### src/rtl/cdrv_tx_pkg.sv
package cdrv_tx_pkg;

  // Default geometry of the pixel word and the lane bundle.
  localparam int unsigned DEF_COLOR_BITS = 6;
  localparam int unsigned DEF_COLORS     = 3;
  localparam int unsigned DEF_PIXELS     = 2;
  localparam int unsigned DEF_LANES      = 9;
  localparam int unsigned DEF_SKEW_W     = 2;

  // Bits carried per lane per forwarded-clock period (one per edge).
  localparam int unsigned BITS_PER_LANE  = 2;

  // Number of clock periods needed to send one word over the lanes.
  function automatic int unsigned beats_for(input int unsigned data_w,
                                            input int unsigned lanes);
    return data_w / (BITS_PER_LANE * lanes);
  endfunction

  // Word bit index carried by a lane in a given half (0 rise, 1 fall) and beat.
  function automatic int unsigned src_bit(input int unsigned lane,
                                          input int unsigned half,
                                          input int unsigned beat,
                                          input int unsigned lanes);
    return (BITS_PER_LANE * lanes * beat) + (BITS_PER_LANE * lane) + half;
  endfunction

  // Width of a counter that walks the beats of one word.
  function automatic int unsigned beat_w_for(input int unsigned beats);
    return (beats > 1) ? $clog2(beats) : 1;
  endfunction

endpackage

### src/rtl/cdrv_beat_seq.sv
module cdrv_beat_seq #(
  parameter int unsigned BEATS  = 2,
  parameter int unsigned BEAT_W = 1
) (
  input  logic              clk,
  input  logic              rst_n,
  output logic              cap_load,
  output logic [BEAT_W-1:0] beat_idx
);

  localparam logic [BEAT_W-1:0] LAST_BEAT = BEAT_W'(BEATS - 1);

  logic [BEAT_W-1:0] bcnt_q;

  // Free-running beat counter; beat 0 is the sampling cycle.
  always_ff @(posedge clk or negedge rst_n) begin
    if (!rst_n) begin
      bcnt_q <= '0;
    end else if (bcnt_q == LAST_BEAT) begin
      bcnt_q <= '0;
    end else begin
      bcnt_q <= bcnt_q + BEAT_W'(1);
    end
  end

  assign cap_load = (bcnt_q == '0);
  assign beat_idx = bcnt_q;

endmodule

### src/rtl/cdrv_lane_packer.sv
module cdrv_lane_packer
  import cdrv_tx_pkg::*;
#(
  parameter int unsigned DATA_W = 36,
  parameter int unsigned LANES  = 9,
  parameter int unsigned BEATS  = 2,
  parameter int unsigned BEAT_W = 1
) (
  input  logic              clk,
  input  logic              rst_n,
  input  logic              cap_load,
  input  logic [BEAT_W-1:0] beat_idx,
  input  logic [DATA_W-1:0] pix_word,
  input  logic              pix_de,
  output logic [2*LANES:0]  slice_word
);

  localparam int unsigned SLICE_W = 2 * LANES + 1;

  logic [DATA_W-1:0] gated_word;
  logic [DATA_W-1:0] hold_q;
  logic [DATA_W-1:0] src_word;
  logic [LANES-1:0]  rise_b [BEATS];
  logic [LANES-1:0]  fall_b [BEATS];
  logic [SLICE_W-1:0] slice_q;

  // Enable gate applied once, at sampling, to the whole word.
  assign gated_word = pix_de ? pix_word : '0;

  always_ff @(posedge clk or negedge rst_n) begin
    if (!rst_n) begin
      hold_q <= '0;
    end else if (cap_load) begin
      hold_q <= gated_word;
    end
  end

  // Beat 0 reads the incoming word directly; later beats read the hold copy.
  assign src_word = cap_load ? gated_word : hold_q;

  // Fixed bit-to-lane map per beat.
  for (genvar b = 0; b < BEATS; b++) begin : g_beat
    for (genvar k = 0; k < LANES; k++) begin : g_lane
      assign rise_b[b][k] = src_word[src_bit(k, 0, b, LANES)];
      assign fall_b[b][k] = src_word[src_bit(k, 1, b, LANES)];
    end
  end

  always_ff @(posedge clk or negedge rst_n) begin
    if (!rst_n) begin
      slice_q <= '0;
    end else begin
      slice_q <= {cap_load, rise_b[beat_idx], fall_b[beat_idx]};
    end
  end

  assign slice_word = slice_q;

endmodule

### src/rtl/cdrv_skew_line.sv
module cdrv_skew_line #(
  parameter int unsigned WIDTH  = 19,
  parameter int unsigned SKEW_W = 2
) (
  input  logic              clk,
  input  logic              rst_n,
  input  logic [SKEW_W-1:0] skew_sel,
  input  logic [WIDTH-1:0]  din,
  output logic [SKEW_W-1:0] skew_q,
  output logic [WIDTH-1:0]  dout
);

  localparam int unsigned NTAPS = 1 << SKEW_W;

  logic [WIDTH-1:0]  tap [NTAPS];
  logic [SKEW_W-1:0] skew_r;
  logic [WIDTH-1:0]  dout_q;

  assign tap[0] = din;

  // One register per skew step.
  for (genvar i = 1; i < NTAPS; i++) begin : g_tap
    logic [WIDTH-1:0] stage_q;
    always_ff @(posedge clk or negedge rst_n) begin
      if (!rst_n) begin
        stage_q <= '0;
      end else begin
        stage_q <= tap[i-1];
      end
    end
    assign tap[i] = stage_q;
  end

  always_ff @(posedge clk or negedge rst_n) begin
    if (!rst_n) begin
      skew_r <= '0;
      dout_q <= '0;
    end else begin
      skew_r <= skew_sel;
      dout_q <= tap[skew_r];
    end
  end

  assign skew_q = skew_r;
  assign dout   = dout_q;

endmodule

### src/rtl/cdrv_clk_fwd.sv
module cdrv_clk_fwd #(
  parameter bit INVERT = 1'b0
) (
  input  logic clk,
  input  logic rst_n,
  output logic fclk_rise,
  output logic fclk_fall
);

  logic rise_q;
  logic fall_q;

  // Forwarded clock as a DDR pair: one level per half period.
  always_ff @(posedge clk or negedge rst_n) begin
    if (!rst_n) begin
      rise_q <= 1'b0;
      fall_q <= 1'b0;
    end else begin
      rise_q <= ~INVERT;
      fall_q <= INVERT;
    end
  end

  assign fclk_rise = rise_q;
  assign fclk_fall = fall_q;

endmodule

### src/rtl/cdrv_ddr_tx.sv
module cdrv_ddr_tx
  import cdrv_tx_pkg::*;
#(
  parameter int unsigned COLOR_BITS = DEF_COLOR_BITS,
  parameter int unsigned COLORS     = DEF_COLORS,
  parameter int unsigned PIXELS     = DEF_PIXELS,
  parameter int unsigned LANES      = DEF_LANES,
  parameter int unsigned SKEW_W     = DEF_SKEW_W,
  parameter int unsigned DATA_W     = COLOR_BITS * COLORS * PIXELS
) (
  input  logic              clk,
  input  logic              rst_n,
  input  logic [DATA_W-1:0] pix_word,
  input  logic              pix_de,
  input  logic [SKEW_W-1:0] skew_sel,
  output logic [LANES-1:0]  lane_rise,
  output logic [LANES-1:0]  lane_fall,
  output logic              word_start,
  output logic              fclk_rise,
  output logic              fclk_fall
);

  localparam int unsigned BEATS   = beats_for(DATA_W, LANES);
  localparam int unsigned BEAT_W  = beat_w_for(BEATS);
  localparam int unsigned SLICE_W = 2 * LANES + 1;

  // Named internal events, also observed by the bound checker.
  logic               cap_load;
  logic [BEAT_W-1:0]  beat_idx;
  logic [SLICE_W-1:0] slice_word;
  logic [SKEW_W-1:0]  skew_q;
  logic [SLICE_W-1:0] line_out;

  cdrv_beat_seq #(
    .BEATS  (BEATS),
    .BEAT_W (BEAT_W)
  ) u_seq (
    .clk      (clk),
    .rst_n    (rst_n),
    .cap_load (cap_load),
    .beat_idx (beat_idx)
  );

  cdrv_lane_packer #(
    .DATA_W (DATA_W),
    .LANES  (LANES),
    .BEATS  (BEATS),
    .BEAT_W (BEAT_W)
  ) u_pack (
    .clk        (clk),
    .rst_n      (rst_n),
    .cap_load   (cap_load),
    .beat_idx   (beat_idx),
    .pix_word   (pix_word),
    .pix_de     (pix_de),
    .slice_word (slice_word)
  );

  cdrv_skew_line #(
    .WIDTH  (SLICE_W),
    .SKEW_W (SKEW_W)
  ) u_skew (
    .clk      (clk),
    .rst_n    (rst_n),
    .skew_sel (skew_sel),
    .din      (slice_word),
    .skew_q   (skew_q),
    .dout     (line_out)
  );

  cdrv_clk_fwd #(
    .INVERT (1'b0)
  ) u_fclk (
    .clk       (clk),
    .rst_n     (rst_n),
    .fclk_rise (fclk_rise),
    .fclk_fall (fclk_fall)
  );

  assign word_start = line_out[SLICE_W-1];
  assign lane_rise  = line_out[2*LANES-1:LANES];
  assign lane_fall  = line_out[LANES-1:0];

endmodule

### config.mk
export PLATFORM = sky130hd
export DESIGN_NAME = cdrv_ddr_tx
export DESIGN_NICKNAME = d
export VERILOG_FILES = /design/src/rtl/cdrv_tx_pkg.sv /design/src/rtl/cdrv_beat_seq.sv /design/src/rtl/cdrv_lane_packer.sv /design/src/rtl/cdrv_skew_line.sv /design/src/rtl/cdrv_clk_fwd.sv /design/src/rtl/cdrv_ddr_tx.sv
export SDC_FILE = /design/constraint.sdc
export NUM_CORES = 1
export LEC_CHECK = 0
export ABC_AREA = 1
export BUFFER_PORTS_ARGS = -buffer_cell sky130_fd_sc_hd__buf_2
export CAP_MARGIN = 20
export CELL_PAD_IN_SITES_DETAIL_PLACEMENT = 1
export CELL_PAD_IN_SITES_GLOBAL_PLACEMENT = 1
export CORE_MARGIN = 1.5
export CORE_UTILIZATION = 39
export CTS_CLUSTER_SIZE = 16
export DETAILED_ROUTE_END_ITERATION = 12
export PLACE_DENSITY_LB_ADDON = 0.1
export SYNTH_ARGS = -nofsm -noshare
export SYNTH_HDL_FRONTEND = slang
export SYNTH_SLANG_ARGS = --single-unit
### constraint.sdc
create_clock -name clk -period 1.05 [get_ports clk]
set_clock_uncertainty 0.05 [all_clocks]
set_input_delay 0.21 -clock clk [delete_from_list [all_inputs] [get_ports clk]]
set_output_delay 0.21 -clock clk [all_outputs]
set_load 0.01 [all_outputs]
Word-level counts from Yosys, hierarchy flattened:

Cells that the tools add are included.

* register bits after elaboration: 135
* bits of input ports: 41
* output and inout port bits: 21
* logic and storage cells: 27

* $add $sub $neg: 1
* order comparisons: 2
* mux-type cells: 12
* bitwise gates (word level): 3

Operators with widths (count)
* two-way mux 36 bit: 2
* two-way mux 9 bit: 6
* binary-select mux 19 bit (select 2 bit): 1
* two-way mux 19 bit: 2
* >= comparator 3 bit, second input constant: 1
* NOT 2 -> 3 bit: 1
* >= comparator 2 bit, second input constant: 1
* NOT 1 -> 2 bit: 1
* adder 1 bit, second input constant: 1
* two-way mux 1 bit: 1
* NOT 1 bit: 1

Logic depth before layout (Yosys ltp):

* depth in word-level cells: 5
* depth in mapped cells: 6
* mapped depth without buffers: 4

Hierarchy:

A second synthesis with hierarchy kept.

* cell total of the unflattened synthesis: 539
* area total of the unflattened synthesis: 5225.0 um2

By module, submodules not included
* cdrv_skew_line: instances 1, cells an instance 300, area an instance 2871.5 um2, sequential area each 1951.9 um2
* cdrv_lane_packer: instances 1, cells an instance 233, area an instance 2284.7 um2, sequential area each 1376.3 um2
* cdrv_clk_fwd: instances 1, cells an instance 4, area an instance 40.0 um2, sequential area each 25.0 um2
* cdrv_beat_seq: instances 1, cells an instance 2, area an instance 28.8 um2, sequential area each 25.0 um2

Worst setup path before layout:

Ideal clock, no wire load.

* kind: flip-flop to flip-flop
* from: register u_pack.slice_word[18] (netlist name)
* to: register u_pack.slice_q[3] (netlist: u_pack.slice_word[3])
* setup time: 0.083 ns
* arrival: 0.871 ns
* data required time: 0.917 ns
* setup slack: 0.047 ns
* cell stages (with the launch flop): 5
* path buffers: 1
* clock period less this slack: 1.003 ns
* cell sequence: dfrtp_1 nor2_4 buf_6 nand2_1 o21ai_0

RTL lines
* end signal, assigned: line cdrv_lane_packer.sv:53 `slice_q <= {cap_load, rise_b[beat_idx], fall_b[beat_idx]};`
* end, declared: line cdrv_lane_packer.sv:25 `logic [SLICE_W-1:0] slice_q;`

Worst setup path after layout:

* from: register u_skew.dout_q[14] (netlist: u_skew.dout[14])
* to: output lane_rise[5]

RTL lines
* start, declared: line cdrv_skew_line.sv:17 `logic [WIDTH-1:0] dout_q;`
* start signal, assigned: line cdrv_skew_line.sv:40 `dout_q <= tap[skew_r];`
* end, declared: line cdrv_ddr_tx.sv:16 `output logic [LANES-1:0] lane_rise,`

No word-level cell between the ends.

==> key figures <==
Status
  – Status: complete, but fails checks
  – Failing checks: setup timing

STA
  – Final setup vio count: approximately 70
  – Final min period: roughly 1.3 ns
  – Hold Violations, Final: 0
  – Period utilization: 126%
  – Worst hold slack: 0.0363 ns
  – Worst Slack Setup Final: -0.273 ns
  – RSZ-0062 raised after global routing: yes
  – Achievable Freq: ~760 MHz
  – Final max-slew violation count: 0

Floorplanning
  – Num rows: 38
  – Core box area: roughly 0.011 sq mm
  – Initial core utilization: roughly two fifths
  – Die ar.: approximately 0.012 sq mm
  – Die Wd: 108 um
  – IO Pins: 62
  – Die extent in y: around 110 um

Placed design
  – Final HPWL DP: ~5700 um
  – DP Area: ~0.0048 sq mm
  – GPL Wtd Cong: 0.725
  – Port Buffers: 60

Pwr
  – Total leakage power: 3.73 nW
  – PD cells: about 1700 mW/mm^2
  – VDD IR max: between 1 and 1.5 mV

Synth
  – Leading area contributor after synthesis: dfrtp_1
  – Netlist Area Pre-Place: ~0.0043 sq mm
  – Sequential fraction of the synthesis area: between 60% and 70%
  – Synth Warn #: 0
  – Syn_area_per_cell: between 9 and 10 sq um
  – Syn Nets: ~480
  – Post-synthesis cell type count: 13
  – Flops & latches, synth: 116
  – Post-Syn Instances: 440
  – Synth top area share: around two thirds
  – Synth top area cells: dfrtp_1, nand2_1, inv_1, nand3_1, o21ai_1

Finish
  – Ratio of cells with drive above 1 in the final layout: 47.7%
  – Most frequent cells in the layout: dfrtp_1, inv_1, buf_2, nand2_4, nand2_1
  – Design area: 0.00710 sq mm
  – Area growth from synthesis to layout: 65.6%
  – Antenna fix cells: 0
  – Commonest non-fill, non-tap cell in the layout: dfrtp_1
  – Nets: 615

Worst setup path
  – Critical Path Start Type: flip-flop
  – CP max stage delay: ~0.40 ns
  – R2R Path Start: u_skew.skew_q[0]
  – Worst setup path startpoint: u_skew.dout[14]
  – Critical path's top delay family: flip-flops
  – CP Capture Type: output port
  – Critical path class: flip-flop to output port
  – CP required: approximately 0.79 ns
  – CP cell instances: buf_2
  – Critical path arrival: between 1 and 1.5 ns
  – CP max FO: 1
  – CP Buf/Inv Count: 1
  – Slowest cell on crit path: dfrtp_1

Route
  – Antenna-violating nets left: 0
  – DR vias: approximately 3,500
  – DRC: 0
  – DRT Pass-1 Iters: 4
  – Initial DRC Count: 117
  – WL per Instance: between 15 and 20 um
  – DRT Wirelength: roughly 14,000 um
  – DR vias/cell: ~4.7

Global route
  – Largest net degree at the start of global routing: 45
  – Initial antenna violation count: 0
  – First-pass GRT wire length: slightly above 20,000 um
  – Total GRT Usage: ~24%
  – Vias in the first global route: approximately 3,900
  – Total gr overflow: 0

Flow run
  – MaxCap Viol Count: 0

Clock network
  – CTS tree: done
  – CTS Buffer Depth: 2
  – H-tree levels: 4
  – Latest clock arrival within the worst-skew pair: approximately 0.52 ns
  – CTS sink count: ~120
  – Worst-path clk slew: about 0.06 ns
  – CTS root buffer: clkbuf_8
  – CTS Buf Count: 17

Worst hold path
  – Hold Path Class: primary input to async pin
==> per-layer routing <==
| metal | vias to the layer above | share of wire (%) | GRT usage, % |
|---|---|---|---|
| met5 | - | 0 | 0 |
| met4 | 0 | 2.1 | 7.89 |
| met3 | 24 | 3.0 | 6.17 |
| met2 | 84 | 56 | 43.8 |
| met1 | 1766 | 39 | 27.7 |
| li1 | 1577 | - | - |
==> state kept, by name, indices dropped and copies added, names as in the netlist, named ones only <==
name and cells:
u_skew.g_tap.stage_q 57, u_pack.slice_word 19, u_skew.dout 19, u_pack.hold_q 17
u_skew.skew_q 2, u_fclk.fclk_rise 1
==> worst paths after layout <==
| path | endpoint | slack [ns] | cells after the start |
|---|---|---|---|
| worst max-delay path | lane_rise[5] | -0.27 | 1 |
| worst min register to register | u_skew.g_tap[2].stage_q[14] | 0.32 | 0 |
| worst max register to register | u_skew.dout[15] | -0.19 | 7 |
| worst min-delay path | u_skew.dout[11] | 0.04 | 2 |
| min in group clk | flip-flop | 0.26 | 7 |
| max in group asynchronous | u_skew.skew_q[0] | 0.42 | 3 |
==> logic make-up after synthesis <==
group,after synthesis,share of synthesized area (%)
simple gates,173,16.4
flops,116,67.7
buf+inv,115,11.8
compound gates,34,3.97
other cells,2,0.175
==> Yosys cell counts <==
cell type,number
inv_2,3
dfrtp_1,116
buf_4,6
nand2_1,134
nor2_4,1
o21ai_0,14
o21ai_1,20
buf_2,7
nand3_1,38
buf_6,5
inv_1,93
conb_1,2
clkbuf_4,1
==> what timing repair did <==
| item | in CTS | in global routing |
|---|---|---|
| hold endpoints to repair | 154 | 0 |
| resized for setup | 114 | 157 |
| setup buffers | 10 | 3 |
| hold buffers | 39 | 0 |
| gates cloned | 8 | 3 |
| setup endpoints to repair | 48 | 75 |
| pin swaps | 25 | 34 |
==> report_power, final <==
part	switching [mW]	leakage [nW]	internal, mW
logic	0.693	1.94	0.555
registers	0.132	1.48	4.73
clock network	2.06	0.314	4.16
==> area by class of cell <==
cell class / instances / area, sq um
inverters: 96 / 373
multi-input cells: 209 / 1660
clock buffers: 23 / 487
clock inverters: 9 / 148
repair buffers: 134 / 1350
well taps: 140 / 175
flip-flops and latches: 116 / 2900
fillers: 1060 / 3690
==> metrics by stage <==
step           TNS [ns]  worst slack (ns)  utilization (%)  cells  power [mW]
2_1_floorplan         0            0.0466                -    440        5.22
3_3_place_gp    -0.0244           -0.0187             44.8    637        5.58
3_5_place_dp     -0.315           -0.0524             44.8    637        5.61
4_1_cts           -8.43            -0.275             60.0    725        12.1
5_1_grt          -11.70            -0.305             65.8    727        12.7
6_report          -9.11            -0.273             65.8    727        12.3
Power figures use the tool's default switching activity.
